$ cat src/rtl/rstk_pkg.sv
package rstk_pkg;
  // Decoded request for one cycle.
  typedef enum logic [1:0] {
    OP_IDLE = 2'd0,
    OP_PUSH = 2'd1,
    OP_POP  = 2'd2,
    OP_BAD  = 2'd3
  } rstk_op_e;
endpackage

$ cat src/rtl/rstk_ctrl.sv
module rstk_ctrl
  import rstk_pkg::*;
#(
  parameter int DEPTH = 64,
  localparam int PTR_W = $clog2(DEPTH)
) (
  input  logic             clk,
  input  logic             rst_n,
  input  logic             push_req,
  input  logic             pop_req,
  output logic [PTR_W-1:0] sp,
  output logic             full,
  output logic             empty,
  output logic             err,
  output logic             wr_en,
  output logic [PTR_W-1:0] wr_addr,
  output logic             rd_en,
  output logic [PTR_W-1:0] rd_addr
);
  localparam logic [PTR_W-1:0] PTR_ONE  = PTR_W'(1);
  localparam logic [PTR_W-1:0] PTR_ZERO = '0;

  rstk_op_e         op;
  logic [PTR_W-1:0] sp_q, sp_d;
  logic             full_q, full_d;
  logic             empty_q, empty_d;
  logic             err_q, err_d;
  logic [PTR_W-1:0] sp_up, sp_dn;

  assign sp_up = sp_q + PTR_ONE;
  assign sp_dn = sp_q - PTR_ONE;

  // Request decode: pop wins a conflict, illegal ops become OP_BAD.
  always_comb begin
    op = OP_IDLE;
    if (pop_req) begin
      op = empty_q ? OP_BAD : OP_POP;
    end else if (push_req) begin
      op = full_q ? OP_BAD : OP_PUSH;
    end
  end

  // Next-state logic.
  always_comb begin
    sp_d    = sp_q;
    full_d  = full_q;
    empty_d = empty_q;
    err_d   = (op == OP_BAD) || (push_req && pop_req);
    unique case (op)
      OP_PUSH: begin
        sp_d    = sp_up;
        full_d  = (sp_up == PTR_ZERO);
        empty_d = 1'b0;
      end
      OP_POP: begin
        sp_d    = sp_dn;
        empty_d = (sp_dn == PTR_ZERO);
        full_d  = 1'b0;
      end
      default: ;
    endcase
  end

  always_ff @(posedge clk or negedge rst_n) begin
    if (!rst_n) begin
      sp_q    <= '0;
      full_q  <= 1'b0;
      empty_q <= 1'b1;
      err_q   <= 1'b0;
    end else begin
      sp_q    <= sp_d;
      full_q  <= full_d;
      empty_q <= empty_d;
      err_q   <= err_d;
    end
  end

  assign sp      = sp_q;
  assign full    = full_q;
  assign empty   = empty_q;
  assign err     = err_q;
  assign wr_en   = (op == OP_PUSH);
  assign wr_addr = sp_up;
  assign rd_en   = (op == OP_POP);
  assign rd_addr = sp_q;

  assert_push_advance_R2: assert property (@(posedge clk) disable iff (!rst_n)
    (push_req && !pop_req && !full) |=> (sp == $past(sp) + PTR_ONE));
  assert_pop_retreat_R3: assert property (@(posedge clk) disable iff (!rst_n)
    (pop_req && !empty) |=> (sp == $past(sp) - PTR_ONE));
  assert_full_on_wrap_R4: assert property (@(posedge clk) disable iff (!rst_n)
    (push_req && !pop_req && !full) |=> (!empty && (full == (sp == PTR_ZERO))));
  assert_flags_exclusive_R4: assert property (@(posedge clk) disable iff (!rst_n)
    !(full && empty));
  assert_empty_on_wrap_R5: assert property (@(posedge clk) disable iff (!rst_n)
    (pop_req && !empty) |=> (!full && (empty == (sp == PTR_ZERO))));
  assert_push_when_full_R6: assert property (@(posedge clk) disable iff (!rst_n)
    (push_req && !pop_req && full) |=> (err && full && $stable(sp)));
  assert_pop_when_empty_R7: assert property (@(posedge clk) disable iff (!rst_n)
    (pop_req && empty) |=> (err && empty && $stable(sp)));
  assert_conflict_err_R8: assert property (@(posedge clk) disable iff (!rst_n)
    (push_req && pop_req) |=> err);
endmodule

$ cat src/rtl/rstk_store.sv
module rstk_store #(
  parameter int DEPTH = 64,
  parameter int WIDTH = 8,
  localparam int PTR_W = $clog2(DEPTH)
) (
  input  logic             clk,
  input  logic             rst_n,
  input  logic             wr_en,
  input  logic [PTR_W-1:0] wr_addr,
  input  logic [WIDTH-1:0] wr_data,
  input  logic             rd_en,
  input  logic [PTR_W-1:0] rd_addr,
  output logic [WIDTH-1:0] rd_data,
  output logic             rd_valid
);
  logic [WIDTH-1:0] slot_q [DEPTH];
  logic [WIDTH-1:0] rd_data_q, rd_data_d;
  logic             rd_valid_q;

  // One register per slot, each with its own write enable.
  for (genvar g = 0; g < DEPTH; g++) begin : g_slot
    logic slot_we;
    assign slot_we = wr_en && (wr_addr == PTR_W'(g));
    always_ff @(posedge clk) begin
      if (slot_we) begin
        slot_q[g] <= wr_data;
      end
    end
  end

  assign rd_data_d = rd_en ? slot_q[rd_addr] : rd_data_q;

  always_ff @(posedge clk or negedge rst_n) begin
    if (!rst_n) begin
      rd_data_q  <= '0;
      rd_valid_q <= 1'b0;
    end else begin
      rd_data_q  <= rd_data_d;
      rd_valid_q <= rd_en;
    end
  end

  assign rd_data  = rd_data_q;
  assign rd_valid = rd_valid_q;

  assert_no_rw_same_cycle_R8: assert property (@(posedge clk) disable iff (!rst_n)
    !(wr_en && rd_en));
  assert_data_hold_R3: assert property (@(posedge clk) disable iff (!rst_n)
    !rd_valid |-> $stable(rd_data));
endmodule

$ cat src/rtl/reg_stack.sv
module reg_stack #(
  parameter int DEPTH = 64,
  parameter int WIDTH = 8,
  localparam int PTR_W = $clog2(DEPTH)
) (
  input  logic             clk,
  input  logic             rst_n,
  input  logic             push_req,
  input  logic             pop_req,
  input  logic [WIDTH-1:0] push_data,
  output logic [WIDTH-1:0] pop_data,
  output logic             pop_valid,
  output logic [PTR_W-1:0] sp,
  output logic             full,
  output logic             empty,
  output logic             err
);
  logic             wr_en, rd_en;
  logic [PTR_W-1:0] wr_addr, rd_addr;

  rstk_ctrl #(.DEPTH(DEPTH)) ctrl_i (
    .clk(clk), .rst_n(rst_n),
    .push_req(push_req), .pop_req(pop_req),
    .sp(sp), .full(full), .empty(empty), .err(err),
    .wr_en(wr_en), .wr_addr(wr_addr),
    .rd_en(rd_en), .rd_addr(rd_addr)
  );

  rstk_store #(.DEPTH(DEPTH), .WIDTH(WIDTH)) store_i (
    .clk(clk), .rst_n(rst_n),
    .wr_en(wr_en), .wr_addr(wr_addr), .wr_data(push_data),
    .rd_en(rd_en), .rd_addr(rd_addr),
    .rd_data(pop_data), .rd_valid(pop_valid)
  );

  assert_pop_valid_timing_R3: assert property (@(posedge clk) disable iff (!rst_n)
    (pop_req && !empty) |=> pop_valid);
  assert_no_valid_on_empty_R7: assert property (@(posedge clk) disable iff (!rst_n)
    (pop_req && empty) |=> !pop_valid);
endmodule

$ cat config.mk
export PLATFORM = sky130hd
export DESIGN_NAME = reg_stack
export DESIGN_NICKNAME = d
export VERILOG_FILES = /design/src/rtl/rstk_pkg.sv /design/src/rtl/rstk_ctrl.sv /design/src/rtl/rstk_store.sv /design/src/rtl/reg_stack.sv
export SDC_FILE = /design/constraint.sdc
export NUM_CORES = 1
export LEC_CHECK = 0
export BUFFER_PORTS_ARGS = -buffer_cell sky130_fd_sc_hd__clkbuf_2
export CAP_MARGIN = 20
export CELL_PAD_IN_SITES_DETAIL_PLACEMENT = 1
export CELL_PAD_IN_SITES_GLOBAL_PLACEMENT = 2
export CORE_ASPECT_RATIO = 1.4
export CORE_MARGIN = 5
export CORE_UTILIZATION = 35
export DETAILED_ROUTE_END_ITERATION = 16
export PLACE_DENSITY_LB_ADDON = 0.3
export REMOVE_ABC_BUFFERS = 1
export SYNTH_ARGS = -nofsm -noshare
export SYNTH_HDL_FRONTEND = slang
export SYNTH_SLANG_ARGS = --single-unit
$ cat constraint.sdc
create_clock -name clk -period 2.85 [get_ports clk]
set_clock_uncertainty 0.1 [all_clocks]
set_input_delay 0.7125 -clock clk [delete_from_list [all_inputs] [get_ports clk]]
set_output_delay 0.7125 -clock clk [all_outputs]
set_load 0.05 [all_outputs]
==> flow_metrics.tcl <==
set metrics [dict create \
    ys.flop_type "edfxtp_1" \
    fin_ws_ns 0.0149 \
    grt_use_total 0.167 \
    core.rowCount 106 \
    setup_violations 0 \
    finalCritPeriodShare 0.995 \
    drc 0 \
    ff2ff_path_depth 7 \
    ant_nets 0 \
    fin_hold_ws_ns 0.0518 \
    path_class "reg -> reg" \
    yosysTopAreaCell "edfxtp_1" \
    relSlewSlack 0.401 \
    critPathMaxFanout 9 \
    yosysUniqueCellTypes 49 \
    cts_buffer_depth 3 \
    tns_ns 0 \
    drv_cap 0 \
    fillers 5778 \
    design_area_um2 24400 \
    min_path_type "in -> async" \
    final_max_slew_viol_count 0 \
    vias 11000 \
    clkLatencyLatePin_ns 0.57 \
    power_switching_mw 7.42 \
    core-area_um2 59800 \
    grt_max_degree 65 \
    yosysSeqAreaShare 0.749 \
    post-place-ws_ns 0.0420 \
    power.clock.fraction 0.274 \
    cp.arrival_ns 3.00 \
    drive_gt1_frac 0.232 \
    syn_area_um2 21100 \
    postCtsHoldBufs 0 \
    antenna_found_initial 1 \
    cts_tree "yes" \
    final_cell_count_no_fill 2122 \
    ir_drop_mv 0.457 \
    hold_viol 0 \
    synth.most_common_cell "edfxtp_1" \
    grt_pass1_vias 11800 \
    io_buffers 29 \
    crit_path_end_kind "register" \
    fin_util 0.408 \
    io_pins 30 \
    gr-total-overflow 0 \
    cts.reportedPaths.clkPinSlew_ns 0.06 \
    place_congestion 0.789 \
    r2r_end "store_i.slot_q[19][2]$_DFFE_PP_" \
    internal_power_mw 14.7 \
    cp-start-kind "register" \
    cts.sink_count 530 \
    cp-startpoint "ctrl_i.rd_addr[0]$_DFFE_PN0P_" \
    nets 1295 \
    p_leak_nw 8.16 \
    power_density_nw_per_um2 909 \
    synth_seq_cells 530 \
    drt_iter0_drc 803 \
    power.total_mw 22.2 \
    reg2reg_from "ctrl_i.rd_addr[0]$_DFFE_PN0P_" \
    drtPass1Iterations 6 \
    netlist_top_cells_area "edfxtp_1 73%, mux4_2 8.3%, mux2i_1 5.6%" \
    routed_via_density 5.17 \
    n_antenna_cell 0 \
    r2r_setup_slack_ns 0.01 \
    synth-edff-count 512 \
    cts_max_level 2 \
    outcome "completed" \
    ys_warn_count 0 \
    wl_per_cell_um 25.8 \
    swShare 0.335 \
    endpoint "store_i.slot_q[19][2]$_DFFE_PP_" \
    netlist_instances 1138 \
    syn2layout_area_growth_pct 15.5 \
    worst_pin_slew_ns 0.898 \
    die_x_um 218 \
    async_flop_share 0.0340 \
    post_dp_cell_area_um2 23000 \
    period_needed_ns 2.84 \
    place_inst 2034 \
    die-height_um 301 \
    max_freq_mhz 353 \
    dp_hpwl_um 37100 \
    comb_power_share 0.321 \
    p_seq_frac 0.405 \
    post_cts_buffers 0 \
    syn_avg_cell_area_um2 18.6 \
    start_util 0.353 \
    die-area_um2 65400 \
    yosys.area.top_type_share 0.728 \
    grt_first_pass_wirelength_um 80400 \
    wirelength_um 54800 \
    root_buffer "clkbuf_16" \
    cts_made_buffers 49 \
    rsz0062_at_grt "true" \
    cp.required_ns 3.02 \
    synth_commonest_cells "512 x edfxtp_1, 119 x mux2i_1, 78 x mux4_2" \
]
## metal layers
| metal | up-vias | GRT usage | part of all wire | wire length [µm] |
|---|---|---|---|---|
| met4 | 2 | 0.0561 | 0.034 | 1850 |
| met1 | 5811 | 0.208 | 0.41 | 22200 |
| met2 | 205 | 0.297 | 0.52 | 28600 |
| met3 | 84 | 0.0245 | 0.038 | 2060 |
| li1 | 4863 | - | - | - |
| met5 | - | 0 | 0.00022 | 12 |
## flip-flops by register name, indices dropped and copies added (netlist names)
signal / flops
ctrl_i.full: 1
store_i.slot_q: 512
store_i.rd_valid: 1
ctrl_i.rd_addr: 6
store_i.rd_data: 8
ctrl_i.err: 1
ctrl_i.empty: 1
## layout make-up
cell class | count | area, µm² | area share
timing repair buffer | 151 | 1200 | 0.0491
multi-input combinational | 533 | 4870 | 0.200
inverter | 9 | 33.8 | 0.00138
sequential | 530 | 15800 | 0.649
clock buffer | 65 | 1330 | 0.0545
tap | 810 | 1010 | 0.0415
clock inverter | 24 | 114 | 0.00467
## cells by family after synthesis
family / count (synthesis) / synth area share
adder cells (fa/ha/maj): 9 / 0.00533
XOR/XNOR: 9 / 0.00409
AO/OA/AOI/OAI: 109 / 0.0356
AND/OR/NAND/NOR: 208 / 0.0453
buffers and inverters: 75 / 0.0205
flip-flops: 530 / 0.749
multiplexers: 198 / 0.140
## power groups by stage
stage | Sequential (mW) | Combinational (mW) | Clock [mW]
5_1_grt | 9.00 | 7.59 | 6.57
6_report | 8.98 | 7.11 | 6.08
2_1_floorplan | 9.79 | 3.05 | 0
3_3_place_gp | 9.15 | 7.21 | 0
3_5_place_dp | 9.14 | 7.24 | 0
4_1_cts | 8.98 | 7.24 | 6.23
## worst min-delay path by stage
stage                                      to  slack [ns]  cells after the start
2_1_floorplan            ctrl_i.err$_DFF_PN0_        0.32                      0
3_3_place_gp         ctrl_i.empty$_DFFE_PN1P_        0.43                      2
3_5_place_dp         ctrl_i.empty$_DFFE_PN1P_        0.43                      2
4_1_cts            store_i.rd_valid$_DFF_PN0_        0.03                      1
5_1_grt        store_i.rd_data[6]$_DFFE_PN0P_        0.06                      1
6_report           store_i.rd_valid$_DFF_PN0_        0.05                      1
## critical path, cell delays in order, from the launching register on
cell	delay (ns)
dfrtp_4	0.42
ha_1	0.38
and2_1	0.18
a21oi_1	0.08
o22ai_1	0.40
nand3_1	0.44
nor2_1	0.27
buf_4	0.24
## cell usage in the layout (no fill, tap or decap), drive strengths merged, types with 3 or more instances in the layout
master,n
a211oi,15
a21oi,21
a22oi,26
and2,3
buf,122
clkbuf,94
clkinv,23
dfrtp,17
edfxtp,512
ha,9
inv,9
mux2i,119
mux4,78
nand2,39
nand2b,4
nand3,43
nand4,26
nor2,77
nor3,9
o21ai,5
o22a,8
o22ai,24
xnor2,8
## what timing repair did
action	CTS	global route
gates resized for setup	0	1
gates cloned	0	0
endpoints found under the setup margin	1	134
Power figures use the tool's default switching activity.
